[config.mk]
export PLATFORM = sky130hd
export DESIGN_NAME = txbuf_admit_gate
export DESIGN_NICKNAME = d
export VERILOG_FILES = /design/src/rtl/tbag_pkg.sv /design/src/rtl/tbag_rst_sync.sv /design/src/rtl/tbag_len_bank.sv /design/src/rtl/tbag_sum.sv /design/src/rtl/txbuf_admit_gate.sv
export SDC_FILE = /design/constraint.sdc
export NUM_CORES = 1
export LEC_CHECK = 0
export CAP_MARGIN = 5
export CORE_ASPECT_RATIO = 0.5
export CORE_UTILIZATION = 58
export DETAILED_ROUTE_END_ITERATION = 8
export GPL_ROUTABILITY_DRIVEN = 1
export PLACE_DENSITY = 0.83
export SYNTH_ARGS = -nofsm -noshare
export SYNTH_HDL_FRONTEND = slang
export SYNTH_HIERARCHICAL = 1
export SYNTH_SLANG_ARGS = --single-unit
[constraint.sdc]
create_clock -name clk -period 4.6 [get_ports clk]
set_input_delay 0.92 -clock clk [delete_from_list [all_inputs] [get_ports clk]]
set_output_delay 0.92 -clock clk [all_outputs]
set_load 0.01 [all_outputs]
[src/rtl/tbag_pkg.sv]
package tbag_pkg;

   // width of a sum of n values of len_w bits, carries included
   function automatic int sum_width(input int len_w, input int n);
      return (n > 1) ? len_w + $clog2(n) : len_w;
   endfunction

   function automatic int max_int(input int a, input int b);
      return (a > b) ? a : b;
   endfunction

   function automatic bit is_pow2(input int n);
      return (n > 0) && ((n & (n - 1)) == 0);
   endfunction

endpackage

[src/rtl/tbag_rst_sync.sv]
module tbag_rst_sync #(
   parameter int STAGES = 2
) (
   input  logic clk,
   input  logic rst_n,
   output logic rst_sync_n
);

   generate
      if (STAGES < 2) begin : g_bad_stages
         $error("tbag_rst_sync: STAGES must be at least 2");
      end
   endgenerate

   logic [STAGES-1:0] shreg;

   always_ff @(posedge clk or negedge rst_n) begin
      if (!rst_n) begin
         shreg <= '0;
      end else begin
         shreg <= {shreg[STAGES-2:0], 1'b1};
      end
   end

   assign rst_sync_n = shreg[STAGES-1];

endmodule

[src/rtl/tbag_len_bank.sv]
module tbag_len_bank #(
   parameter int NUM_CH = 4,
   parameter int LEN_W  = 16
) (
   input  logic                    clk,
   input  logic                    rst_n,
   input  logic [NUM_CH-1:0]       load_stb,
   input  logic [NUM_CH*LEN_W-1:0] load_len,
   output logic [NUM_CH*LEN_W-1:0] len_q
);

   generate
      for (genvar c = 0; c < NUM_CH; c++) begin : g_ch
         logic [LEN_W-1:0] len_r;

         always_ff @(posedge clk or negedge rst_n) begin
            if (!rst_n) begin
               len_r <= '0;
            end else if (load_stb[c]) begin
               len_r <= load_len[c*LEN_W +: LEN_W];
            end
         end

         assign len_q[c*LEN_W +: LEN_W] = len_r;
      end
   endgenerate

endmodule

[src/rtl/tbag_sum.sv]
module tbag_sum #(
   parameter int               NUM_CH   = 4,
   parameter int               LEN_W    = 16,
   parameter int               SUM_W    = 18,
   parameter logic [LEN_W-1:0] ALT_LEN  = '0,
   parameter bit               ADD_TREE = 1'b1
) (
   input  logic [NUM_CH*LEN_W-1:0] len_q,
   input  logic                    bypass_sel,
   output logic [SUM_W-1:0]        sum
);

   logic [SUM_W-1:0] opnd [NUM_CH];

   // input multiplexers: stored length or the alternate value
   generate
      for (genvar i = 0; i < NUM_CH; i++) begin : g_mux
         assign opnd[i] = bypass_sel ? SUM_W'(ALT_LEN)
                                     : SUM_W'(len_q[i*LEN_W +: LEN_W]);
      end
   endgenerate

   generate
      if (ADD_TREE) begin : g_tree
         // heap-ordered tree: leaves at NUM_CH..2*NUM_CH-1, root at 1
         logic [SUM_W-1:0] node [1:2*NUM_CH-1];

         for (genvar i = 0; i < NUM_CH; i++) begin : g_leaf
            assign node[NUM_CH+i] = opnd[i];
         end
         for (genvar k = NUM_CH - 1; k >= 1; k--) begin : g_node
            assign node[k] = node[2*k] + node[2*k+1];
         end
         assign sum = node[1];
      end else begin : g_chain
         logic [SUM_W-1:0] part [0:NUM_CH];

         assign part[0] = '0;
         for (genvar i = 0; i < NUM_CH; i++) begin : g_step
            assign part[i+1] = part[i] + opnd[i];
         end
         assign sum = part[NUM_CH];
      end
   endgenerate

endmodule

[src/rtl/txbuf_admit_gate.sv]
module txbuf_admit_gate
   import tbag_pkg::*;
#(
   parameter int               NUM_CH     = 4,
   parameter int               LEN_W      = 16,
   parameter int               SPACE_W    = 18,
   parameter logic [LEN_W-1:0] ALT_LEN    = '0,
   parameter int               RST_STAGES = 2,
   parameter bit               ADD_TREE   = 1'b1
) (
   input  logic                    clk,
   input  logic                    rst_n,
   input  logic [NUM_CH-1:0]       load_stb,
   input  logic [NUM_CH*LEN_W-1:0] load_len,
   input  logic                    bypass_sel,
   input  logic [SPACE_W-1:0]      free_space,
   output logic                    req_enable
);

   localparam int SUM_W = sum_width(LEN_W, NUM_CH);
   localparam int CMP_W = max_int(SUM_W, SPACE_W);

   generate
      if (NUM_CH < 1) begin : g_bad_ch
         $error("txbuf_admit_gate: NUM_CH must be at least 1");
      end
      if (LEN_W < 1) begin : g_bad_len
         $error("txbuf_admit_gate: LEN_W must be at least 1");
      end
      if (SPACE_W < 1) begin : g_bad_space
         $error("txbuf_admit_gate: SPACE_W must be at least 1");
      end
      if (ADD_TREE && !is_pow2(NUM_CH)) begin : g_bad_tree
         $error("txbuf_admit_gate: adder tree needs a power-of-two NUM_CH");
      end
   endgenerate

   logic                    rst_int_n;
   logic [NUM_CH*LEN_W-1:0] len_q;
   logic [SUM_W-1:0]        sum_w;
   logic                    admit_d;

   tbag_rst_sync #(
      .STAGES (RST_STAGES)
   ) u_rst_sync (
      .clk        (clk),
      .rst_n      (rst_n),
      .rst_sync_n (rst_int_n)
   );

   tbag_len_bank #(
      .NUM_CH (NUM_CH),
      .LEN_W  (LEN_W)
   ) u_len_bank (
      .clk      (clk),
      .rst_n    (rst_int_n),
      .load_stb (load_stb),
      .load_len (load_len),
      .len_q    (len_q)
   );

   tbag_sum #(
      .NUM_CH   (NUM_CH),
      .LEN_W    (LEN_W),
      .SUM_W    (SUM_W),
      .ALT_LEN  (ALT_LEN),
      .ADD_TREE (ADD_TREE)
   ) u_sum (
      .len_q      (len_q),
      .bypass_sel (bypass_sel),
      .sum        (sum_w)
   );

   // strict compare: equal space is not enough
   assign admit_d = CMP_W'(free_space) > CMP_W'(sum_w);

   always_ff @(posedge clk or negedge rst_int_n) begin
      if (!rst_int_n) begin
         req_enable <= 1'b0;
      end else begin
         req_enable <= admit_d;
      end
   end

endmodule

Word-level counts from Yosys, hierarchy flattened
Cells that the tools add are included.
{"block": "word_totals", "ff_bits": 67, "output_inout_bits": 1, "word_cells": 14}
{"block": "classes", "magnitude_cmp": 1, "n_addsub": 3, "n_mux": 4}
{"op": "$mux W16", "count": 4}
{"op": "$add A18 B18 Y18", "count": 3}
{"op": "$gt A18 B18 Y1", "count": 1}

Longest topological paths before layout
Gate-level depths: netlist (run 1).
{"block": "logic_depth", "word_depth": 4, "ltp_mapped": 21, "depth_no_buf": 18}

Cells and area by module
Netlist (run 1), hierarchy kept.
{"module": "tbag_len_bank", "cells_each": 136, "area_per_inst_um2": 2597.5, "n_inst": 1, "seq_area_each_um2": 1601.5}
{"module": "tbag_sum", "cells_each": 260, "area_per_inst_um2": 2059.5, "n_inst": 1, "seq_area_each_um2": 0.0}
{"module": "txbuf_admit_gate", "cells_each": 66, "area_per_inst_um2": 490.5, "n_inst": 1, "seq_area_each_um2": 25.0}
{"module": "tbag_rst_sync", "cells_each": 3, "area_per_inst_um2": 53.8, "n_inst": 1, "seq_area_each_um2": 50.0}

Least setup slack after synthesis (run 1)
OpenSTA, ideal clock, no wires.
{"block": "synth_timing", "path_kind": "in2reg", "start": "input bypass_sel", "end": "register req_enable", "arrival_time_ps": 5170, "setup_slack_ps": -658, "stages": 20, "setup_time_ps": 88, "cell_sequence": "clkbuf_1 -> clkbuf_1 -> nor2b_1 -> fa_1 -> inv_1 -> fa_1 -> inv_1 -> fa_1 -> a21o_1 -> a221oi_2 -> o21ai_1 -> a21oi_1 -> xnor2_1 -> inv_1 -> ha_1 -> nand2_2 -> nor4_4 -> a221o_1 -> a21oi_1 -> a41oi_1"}
{"block": "synth_via", "elab_chain_cells": 4, "word_cells_on_any_way": 8}
{"item": "start: declaration", "line_no": "txbuf_admit_gate.sv:15", "source": "input logic bypass_sel,"}
{"item": "$mux W16", "line_no": "tbag_sum.sv:18", "source": "assign opnd[i] = bypass_sel ? SUM_W'(ALT_LEN)"}
{"item": "$add A18 B18 Y18", "line_no": "tbag_sum.sv:32", "source": "assign node[k] = node[2*k] + node[2*k+1];"}
{"item": "$add A18 B18 Y18 *", "line_no": "tbag_sum.sv:32"}
{"item": "via sum_w[9]", "line_no": "txbuf_admit_gate.sv:40", "source": "logic [SUM_W-1:0] sum_w;"}
{"item": "$gt A18 B18 Y1 *", "line_no": "txbuf_admit_gate.sv:75", "source": "assign admit_d = CMP_W'(free_space) > CMP_W'(sum_w);"}
{"item": "via admit_d", "line_no": "txbuf_admit_gate.sv:41", "source": "logic admit_d;"}
{"item": "end signal: assignment", "line_no": "txbuf_admit_gate.sv:81", "source": "req_enable <= admit_d;"}
{"item": "end: declaration", "line_no": "txbuf_admit_gate.sv:17", "source": "output logic req_enable"}
The timed path passes the listed nets; every way through them passes the cells marked *.
A chain may end at the register's enable or synchronous reset.

Final worst setup path (run 1)
Ends and elaborated chain as after synthesis.

==> results of run 1 <==
## worst max-delay path by stage
stage            endpoint  slack [ns]  startpoint
2_1_floorplan  req_enable       -0.16  bypass_sel
3_3_place_gp   req_enable       -0.48  bypass_sel
3_5_place_dp   req_enable       -0.62  bypass_sel
4_1_cts        req_enable       0.008  bypass_sel
5_1_grt        req_enable       -0.25  bypass_sel
6_report       req_enable       -0.04  bypass_sel
## power groups by stage
stage	logic [mW]	registers (mW)	clock network (mW)
after floorplan	0.905	0.690	0
after global placement	1.32	0.700	0
after detailed placement	1.37	0.702	0
after CTS	1.45	0.694	0.711
after global routing	1.71	0.705	0.737
final	1.57	0.699	0.704
## kinds of logic after synthesis
family | after synthesis
multiplexers | 66
AO/OA/AOI/OAI | 56
XOR/XNOR | 11
AND/OR/NAND/NOR | 102
flip-flops | 67
adder cells (fa/ha/maj) | 67
other | 1
buffers and inverters | 95
## layout make-up
| class | count | area [µm²] |
|---|---|---|
| multi-input cells | 303 | 3290 |
| repair buffers | 134 | 1260 |
| inverters | 79 | 297 |
| clock inverters | 5 | 61.3 |
| well taps | 112 | 140 |
| clock buffers | 11 | 243 |
| fillers | 448 | 1370 |
| flip-flops and latches | 67 | 1680 |
## per-layer routing
| metal | wire length, µm | vias to the layer above | global-route usage (%) | share of wire (%) |
|---|---|---|---|---|
| met5 | 0 | - | 0 | 0 |
| met4 | 271 | 0 | 7.36 | 1.9 |
| met3 | 929 | 35 | 6.51 | 6.6 |
| met2 | 6680 | 185 | 50.4 | 48 |
| met1 | 6150 | 1966 | 38.9 | 44 |
| li1 | - | 1782 | - | - |
## placed cells by master (no fill, tap or decap), types with 3 or more instances in the layout
cell             instances
nand2_1                 12
nor2b_2                  4
mux2_4                  40
clkbuf_16                9
nand4_1                  3
o21a_1                   4
buf_4                   42
o21ai_0                  3
and3_4                   3
nand3_1                  3
dfrtp_1                 66
nor2_1                   9
xnor2_1                  8
a21oi_1                 17
nand2b_4                 4
nand2b_1                15
a21oi_2                  3
clkdlybuf4s50_1         88
inv_1                   77
mux2_2                  24
a221oi_2                 3
fa_1                    30
ha_4                     7
a21o_1                  11
xor2_1                   3
nor2b_1                 42
ha_1                    26
## through the flow
step	setup TNS, ns	cells
global placement	-0.477	691
CTS	0	708
detailed placement	-0.616	691
floorplan	-0.163	465
finish	-0.0365	711
global route	-0.246	711
## state kept, by name, summed over array words and instances, names as in the netlist
| name | count |
|---|---|
| req_enable | 1 |
| u_len_bank/g_ch.len_r | 64 |
| u_rst_sync/shreg | 2 |
## what timing repair did
item,4_1_cts,5_1_grt
buffers inserted,1,3
gates resized for setup,21,17
pin swaps,8,15
setup endpoints to repair,1,1
hold endpoints to repair,0,0
==> impl_metrics.env, run 1 <==
export IMPL_grt_start_max_net_pins=41
export IMPL_worstPathRequired_ns=4.85
export IMPL_synth_xor_area_share_pct=1.85
export IMPL_place_area_mm2=0.00642
export IMPL_vias_per_cell=5.58
export IMPL_core_area_mm2=0.00835
export IMPL_cp_start_kind="input pin"
export IMPL_path_common_cell="inv_1"
export IMPL_clock_tree_root_cell="clkbuf_16"
export IMPL_final_core_util_pct=83.5
export IMPL_hold_worst_slack_ns=0.290
export IMPL_power_density_mw_per_mm2=427
export IMPL_wl_per_cell_um=19.7
export IMPL_fin_crit_ns=4.64
export IMPL_die_area_mm2=0.00937
export IMPL_muxShareOfSynthArea_pct=17.1
export IMPL_tightest_slew_ns=1.04
export IMPL_clk_pin_slew_worst_paths_ns=0.06
export IMPL_port_buffers=89
export IMPL_yosysTopAreaCell="dfrtp_1"
export IMPL_setup_violations=1
export IMPL_crit_fanout=19
export IMPL_path_class="input pin to flop"
export IMPL_yosysUniqueCellTypes=44
export IMPL_maxCapViolCount=0
export IMPL_postCtsHoldBufs=0
export IMPL_layout_setup_ws_ns=-0.0365
export IMPL_hold_class="flop to asynchronous set/reset pin"
export IMPL_synth_avg_cell_area_um2=11.2
export IMPL_async_reset_ff_share_pct=100
export IMPL_cts_buffer_depth=2
export IMPL_ys_ff_latch=67
export IMPL_seqPwrFrac_pct=23.5
export IMPL_gp_congestion=0.865
export IMPL_htreeDepth=3
export IMPL_p_leak_nw=3.36
export IMPL_grt_pass1_wl_mm=20.2
export IMPL_synth_adder_area_share_pct=20.7
export IMPL_ant_nets=0
export IMPL_hold_viol_final=0
export IMPL_final_max_slew_viol_count=0
export IMPL_die_y_um=69.0
export IMPL_r2r_end="req_enable"
export IMPL_final_nets=750
export IMPL_synth_commonest_cells="inv_1 (79), dfrtp_1 (67), nor2b_1 (46), mux2_4 (40), ha_1 (35)"
export IMPL_syn_cell_area_mm2=0.00520
export IMPL_max_stage_delay_ns=0.56
export IMPL_fin_area_mm2=0.00697
export IMPL_num_rows=23
export IMPL_drcViolationCount=0
export IMPL_critPathArrivalTime_ns=4.88
export IMPL_p_int_mw=1.88
export IMPL_synth_compound_area_share_pct=7.84
export IMPL_antenna_found_initial=0
export IMPL_first_iter_violations=267
export IMPL_syn_num_nets=621
export IMPL_cts_tree="yes"
export IMPL_antenna_cells=0
export IMPL_netlist_instances=465
export IMPL_syn_to_final_growth_pct=34.0
export IMPL_r2r_start="u_len_bank/g_ch[3].len_r[2]"
export IMPL_max_freq_ghz=0.216
export IMPL_reg2reg_depth=19
export IMPL_totalWireLength_mm=14.0
export IMPL_synth_top_family_by_area="adder cells"
export IMPL_cp_num_cells=20
export IMPL_clock_sinks=67
export IMPL_swShare_pct=36.7
export IMPL_cp_slowest_cell="fa_1"
export IMPL_ys_top_cells_by_area="dfrtp_1 (32%), fa_1 (12%), mux2_4 (12%)"
export IMPL_synthFlopType="dfrtp_1"
export IMPL_grt_overflow_total=0
export IMPL_first_pass_iters=5
export IMPL_synth_top_area_share_pct=32.2
export IMPL_r2r_setup_slack_ns=0.26
export IMPL_vias=3968
export IMPL_numCtsBuffers=9
export IMPL_critPathTopFamily="adder cells"
export IMPL_cp_num_buf_inv=5
export IMPL_path_cells="buf_12 > nor2b_1 > fa_1 > inv_1 > fa_1 > inv_1 > fa_2 > a21o_1 > a221oi_4 > buf_4 > o21ai_2 > a221oi_2 > xnor2_1 > inv_1 > ha_1 > a21oi_1 > o21a_1 > o221ai_2 > a21oi_1 > a41oi_1"
export IMPL_gr_usage_all_layers_pct=29.5
export IMPL_hpwl_mm=9.40
export IMPL_ys_seq_area_share_pct=32.2
export IMPL_fin_skew_ns=0.00523
export IMPL_cp_end_kind="flop"
export IMPL_p_comb_share_pct=52.8
export IMPL_violations="setup timing"
export IMPL_die_x_um=136
export IMPL_p_clk_share_pct=23.7
export IMPL_ys_warn_count=6
export IMPL_clkLatencyLatePin_ns=0.34
export IMPL_synth_most_common_cell="inv_1"
export IMPL_yosys_area_share_simple_pct=11.5
export IMPL_max_slew_margin_pct=30.5
export IMPL_initial_core_util_pct=62.3
export IMPL_synth_edf_count=0
export IMPL_period_share_pct=101
export IMPL_drive_gt1_share_pct=28.0
export IMPL_pre_cts_ws_ns=-0.616
export IMPL_io_pin_count=90
export IMPL_grt_pass1_vias=3989
export IMPL_status="finished with violations"
export IMPL_switching_power_mw=1.09
export IMPL_rsz0062_at_grt="true"
export IMPL_vdd_drop_max_uv=251
export IMPL_total_power_mw=2.98
Note: power is estimated with default switching activity, not from simulation.
==> run 2, diff against run 1 <==
--- a/config.mk
+++ b/config.mk
@@ -8,6 +8,7 @@
 export CAP_MARGIN = 5
 export CORE_ASPECT_RATIO = 0.5
 export CORE_UTILIZATION = 58
+export CTS_CLUSTER_DIAMETER = 100
 export DETAILED_ROUTE_END_ITERATION = 8
 export GPL_ROUTABILITY_DRIVEN = 1
 export PLACE_DENSITY = 0.83
==> results of run 2 <==
The final DEF is identical to that of run 1; final timing and power are the same.
==> run 3, diff against run 2 <==
--- a/config.mk
+++ b/config.mk
@@ -7,11 +7,11 @@
 export LEC_CHECK = 0
 export CAP_MARGIN = 5
 export CORE_ASPECT_RATIO = 0.5
-export CORE_UTILIZATION = 58
+export CORE_UTILIZATION = 54
 export CTS_CLUSTER_DIAMETER = 100
 export DETAILED_ROUTE_END_ITERATION = 8
 export GPL_ROUTABILITY_DRIVEN = 1
-export PLACE_DENSITY = 0.83
+export PLACE_DENSITY = 0.78
 export SYNTH_ARGS = -nofsm -noshare
 export SYNTH_HDL_FRONTEND = slang
 export SYNTH_HIERARCHICAL = 1
==> constraint.sdc (replaced) <==
create_clock -name clk -period 4.55 [get_ports clk]
set_input_delay 0.91 -clock clk [delete_from_list [all_inputs] [get_ports clk]]
set_output_delay 0.91 -clock clk [all_outputs]
set_load 0.01 [all_outputs]
==> run 3 against run 2 <==
Against the previous run:
- sequential share of layout area fell by 0.55 points
- clock skew barely moved
- largest power group unchanged
- register-to-register slack got worse by 0.08 ns
- power rose by 5.3%
- largest cell class unchanged
- clock power rose by 11%
- flip-flop and latch count did not move
- highest routed layer unchanged
- non-clock buffer count rose by 4
- the run still ends with setup timing left
==> impl_metrics.env, run 3 (synthesized netlist as in run 1, its figures left out) <==
export IMPL_port_buffers=89
export IMPL_totalWireLength_mm=14.2
export IMPL_num_rows=24
export IMPL_hold_class="flop to flop"
export IMPL_vdd_drop_max_uv=278
export IMPL_antenna_cells=0
export IMPL_syn_to_final_growth_pct=37.2
export IMPL_initial_core_util_pct=57.7
export IMPL_antenna_found_initial=0
export IMPL_path_class="input pin to flop"
export IMPL_grt_pass1_vias=4038
export IMPL_ant_nets=0
export IMPL_fin_area_mm2=0.00713
export IMPL_grt_pass1_wl_mm=21.1
export IMPL_cp_start_kind="input pin"
export IMPL_gr_usage_met1_pct=38.5
export IMPL_clkLatencyLatePin_ns=0.34
export IMPL_layout_setup_ws_ns=-0.144
export IMPL_drcViolationCount=0
export IMPL_die_x_um=141
export IMPL_status="finished with violations"
export IMPL_cts_tree="yes"
export IMPL_layout_top_registers="u_len_bank/g_ch.len_r (64), u_rst_sync/shreg (2), req_enable (1)"
export IMPL_dp_cells=696
export IMPL_hold_worst_slack_ns=0.357
export IMPL_fin_crit_ns=4.69
export IMPL_die_y_um=71.4
export IMPL_cts_buffer_depth=2
export IMPL_first_pass_iters=5
export IMPL_grtUsageMet3_pct=6.95
export IMPL_hpwl_mm=9.36
export IMPL_wl_per_cell_um=19.7
export IMPL_die_area_mm2=0.0101
export IMPL_numCtsBuffers=9
export IMPL_vias=3983
export IMPL_swShare_pct=36.9
export IMPL_clock_tree_root_cell="clkbuf_16"
export IMPL_path_cells="bufbuf_16 > buf_6 > nor2b_1 > fa_1 > inv_1 > fa_1 > inv_1 > ha_1 > nand2_1 > o21a_1 > o22ai_2 > mux2i_1 > o311a_1 > inv_2 > ha_4 > nand4_1 > nor3_2 > a21oi_1 > a41oi_1"
export IMPL_critPathArrivalTime_ns=4.94
export IMPL_period_share_pct=103
export IMPL_cp_slowest_cell="fa_1"
export IMPL_rsz0062_at_grt="true"
export IMPL_grt_start_max_net_pins=66
export IMPL_violations="setup timing"
export IMPL_core_area_mm2=0.00901
export IMPL_io_pin_count=90
export IMPL_largest_reg_flops=64
export IMPL_grt_overflow_total=0
export IMPL_worstPathRequired_ns=4.80
export IMPL_use_met2_pct=45.3
export IMPL_cp_end_kind="flop"
export IMPL_p_clk_share_pct=25.0
export IMPL_p_leak_nw=3.40
export IMPL_p_comb_share_pct=52.7
export IMPL_drive_gt1_share_pct=30.8
export IMPL_hold_path_depth=0
export IMPL_p_int_mw=1.98
export IMPL_num_fill_cells=521
export IMPL_gp_congestion=0.871
export IMPL_clk_pin_slew_worst_paths_ns=0.06
export IMPL_clock_sinks=67
export IMPL_first_iter_violations=323
export IMPL_final_cell_count_no_fill=720
export IMPL_final_cell_mix="clkdlybuf4s50_1 (88), inv_1 (73), dfrtp_1 (66), buf_4 (44), mux2_4 (40)"
export IMPL_fin_skew_ns=0.00556
export IMPL_tightest_slew_ns=1.11
export IMPL_power_density_mw_per_mm2=439
export IMPL_max_slew_margin_pct=25.4
export IMPL_tns_ns=-0.144
export IMPL_max_stage_delay_ns=0.56
export IMPL_hold_viol_final=0
export IMPL_crit_fanout=14
export IMPL_final_common_cell="clkdlybuf4s50_1"
export IMPL_top_usage_layer="met2"
export IMPL_final_max_slew_viol_count=0
export IMPL_htreeDepth=3
export IMPL_place_area_mm2=0.00641
export IMPL_reg2reg_depth=17
export IMPL_vias_per_cell=5.53
export IMPL_final_nets=754
export IMPL_maxCapViolCount=0
export IMPL_total_power_mw=3.13
export IMPL_gr_usage_all_layers_pct=28.0
export IMPL_top_register="u_len_bank/g_ch.len_r"
export IMPL_seqPwrFrac_pct=22.3
export IMPL_setup_violations=1
export IMPL_switching_power_mw=1.15
export IMPL_max_freq_ghz=0.213
run 3: changes by cell type in the layout (fill, tap and decap cells not counted), moves of 3 or more:
| cell | change |
|---|---|
| ha_1 | -4 |
| nor2b_1 | -5 |
| inv_2 | +4 |
| nor2b_2 | +3 |
| nand2b_1 | +4 |
| nand2b_4 | -4 |
| ha_4 | +4 |
| inv_1 | -4 |
run 3: metrics by stage:
stage,util (%),worst slack [ns]
after floorplan,-,-0.203
after global placement,71.2,-0.650
after detailed placement,71.2,-0.773
after CTS,77.3,-0.0691
after global routing,79.2,-0.281
final,79.2,-0.144
run 3: path summary, 6_finish.rpt:
path | end | start | slack, ns
max in group asynchronous | req_enable | u_rst_sync/shreg[1] | 3.52
setup / recovery | req_enable | bypass_sel | -0.14
setup reg to reg | req_enable | u_len_bank/g_ch[3].len_r[1] | 0.18
min in group asynchronous | u_len_bank/g_ch[2].len_r[3] | u_rst_sync/shreg[1] | 0.46
hold reg to reg | u_rst_sync/shreg[1] | u_rst_sync/shreg[0] | 0.36
hold / removal | u_rst_sync/shreg[1] | u_rst_sync/shreg[0] | 0.36
run 3: layer usage:
| metal | wire, µm | vias up |
|---|---|---|
| met2 | 6620 | 166 |
| met1 | 6300 | 2007 |
| li1 | - | 1785 |
| met5 | 0 | - |
| met4 | 219 | 0 |
| met3 | 1040 | 25 |
run 3: layout make-up:
class	instances	area (µm²)	area share, %
multi-input combinational	303	3350	46.9
clock inverter	7	108	1.51
sequential	67	1680	23.5
inverter	79	297	4.16
clock buffer	9	225	3.16
tap	117	146	2.05
timing repair buffer	138	1330	18.7
run 3: repair_timing:
item | CTS | global route
gates cloned | 2 | 0
pin swaps | 19 | 21
hold buffers | 0 | 0
gates resized for setup | 24 | 33
endpoints found under the setup margin | 1 | 1
buffers inserted | 3 | 3
run 3: worst max-delay path, delay by kind of cell:
kind                     cells  cell delay, ns
adder cells (fa/ha/maj)      4            1.75
AO/OA/AOI/OAI                5            0.91
AND/OR/NAND/NOR              4            0.59
buffers and inverters        5            0.55
multiplexers                 1            0.23
run 3: power groups by stage:
stage	sequential (mW)	combinational, mW	clock, mW
2_1_floorplan	0.697	0.915	0
3_3_place_gp	0.703	1.33	0
3_5_place_dp	0.705	1.37	0
4_1_cts	0.697	1.47	0.793
5_1_grt	0.705	1.80	0.822
6_report	0.699	1.65	0.783
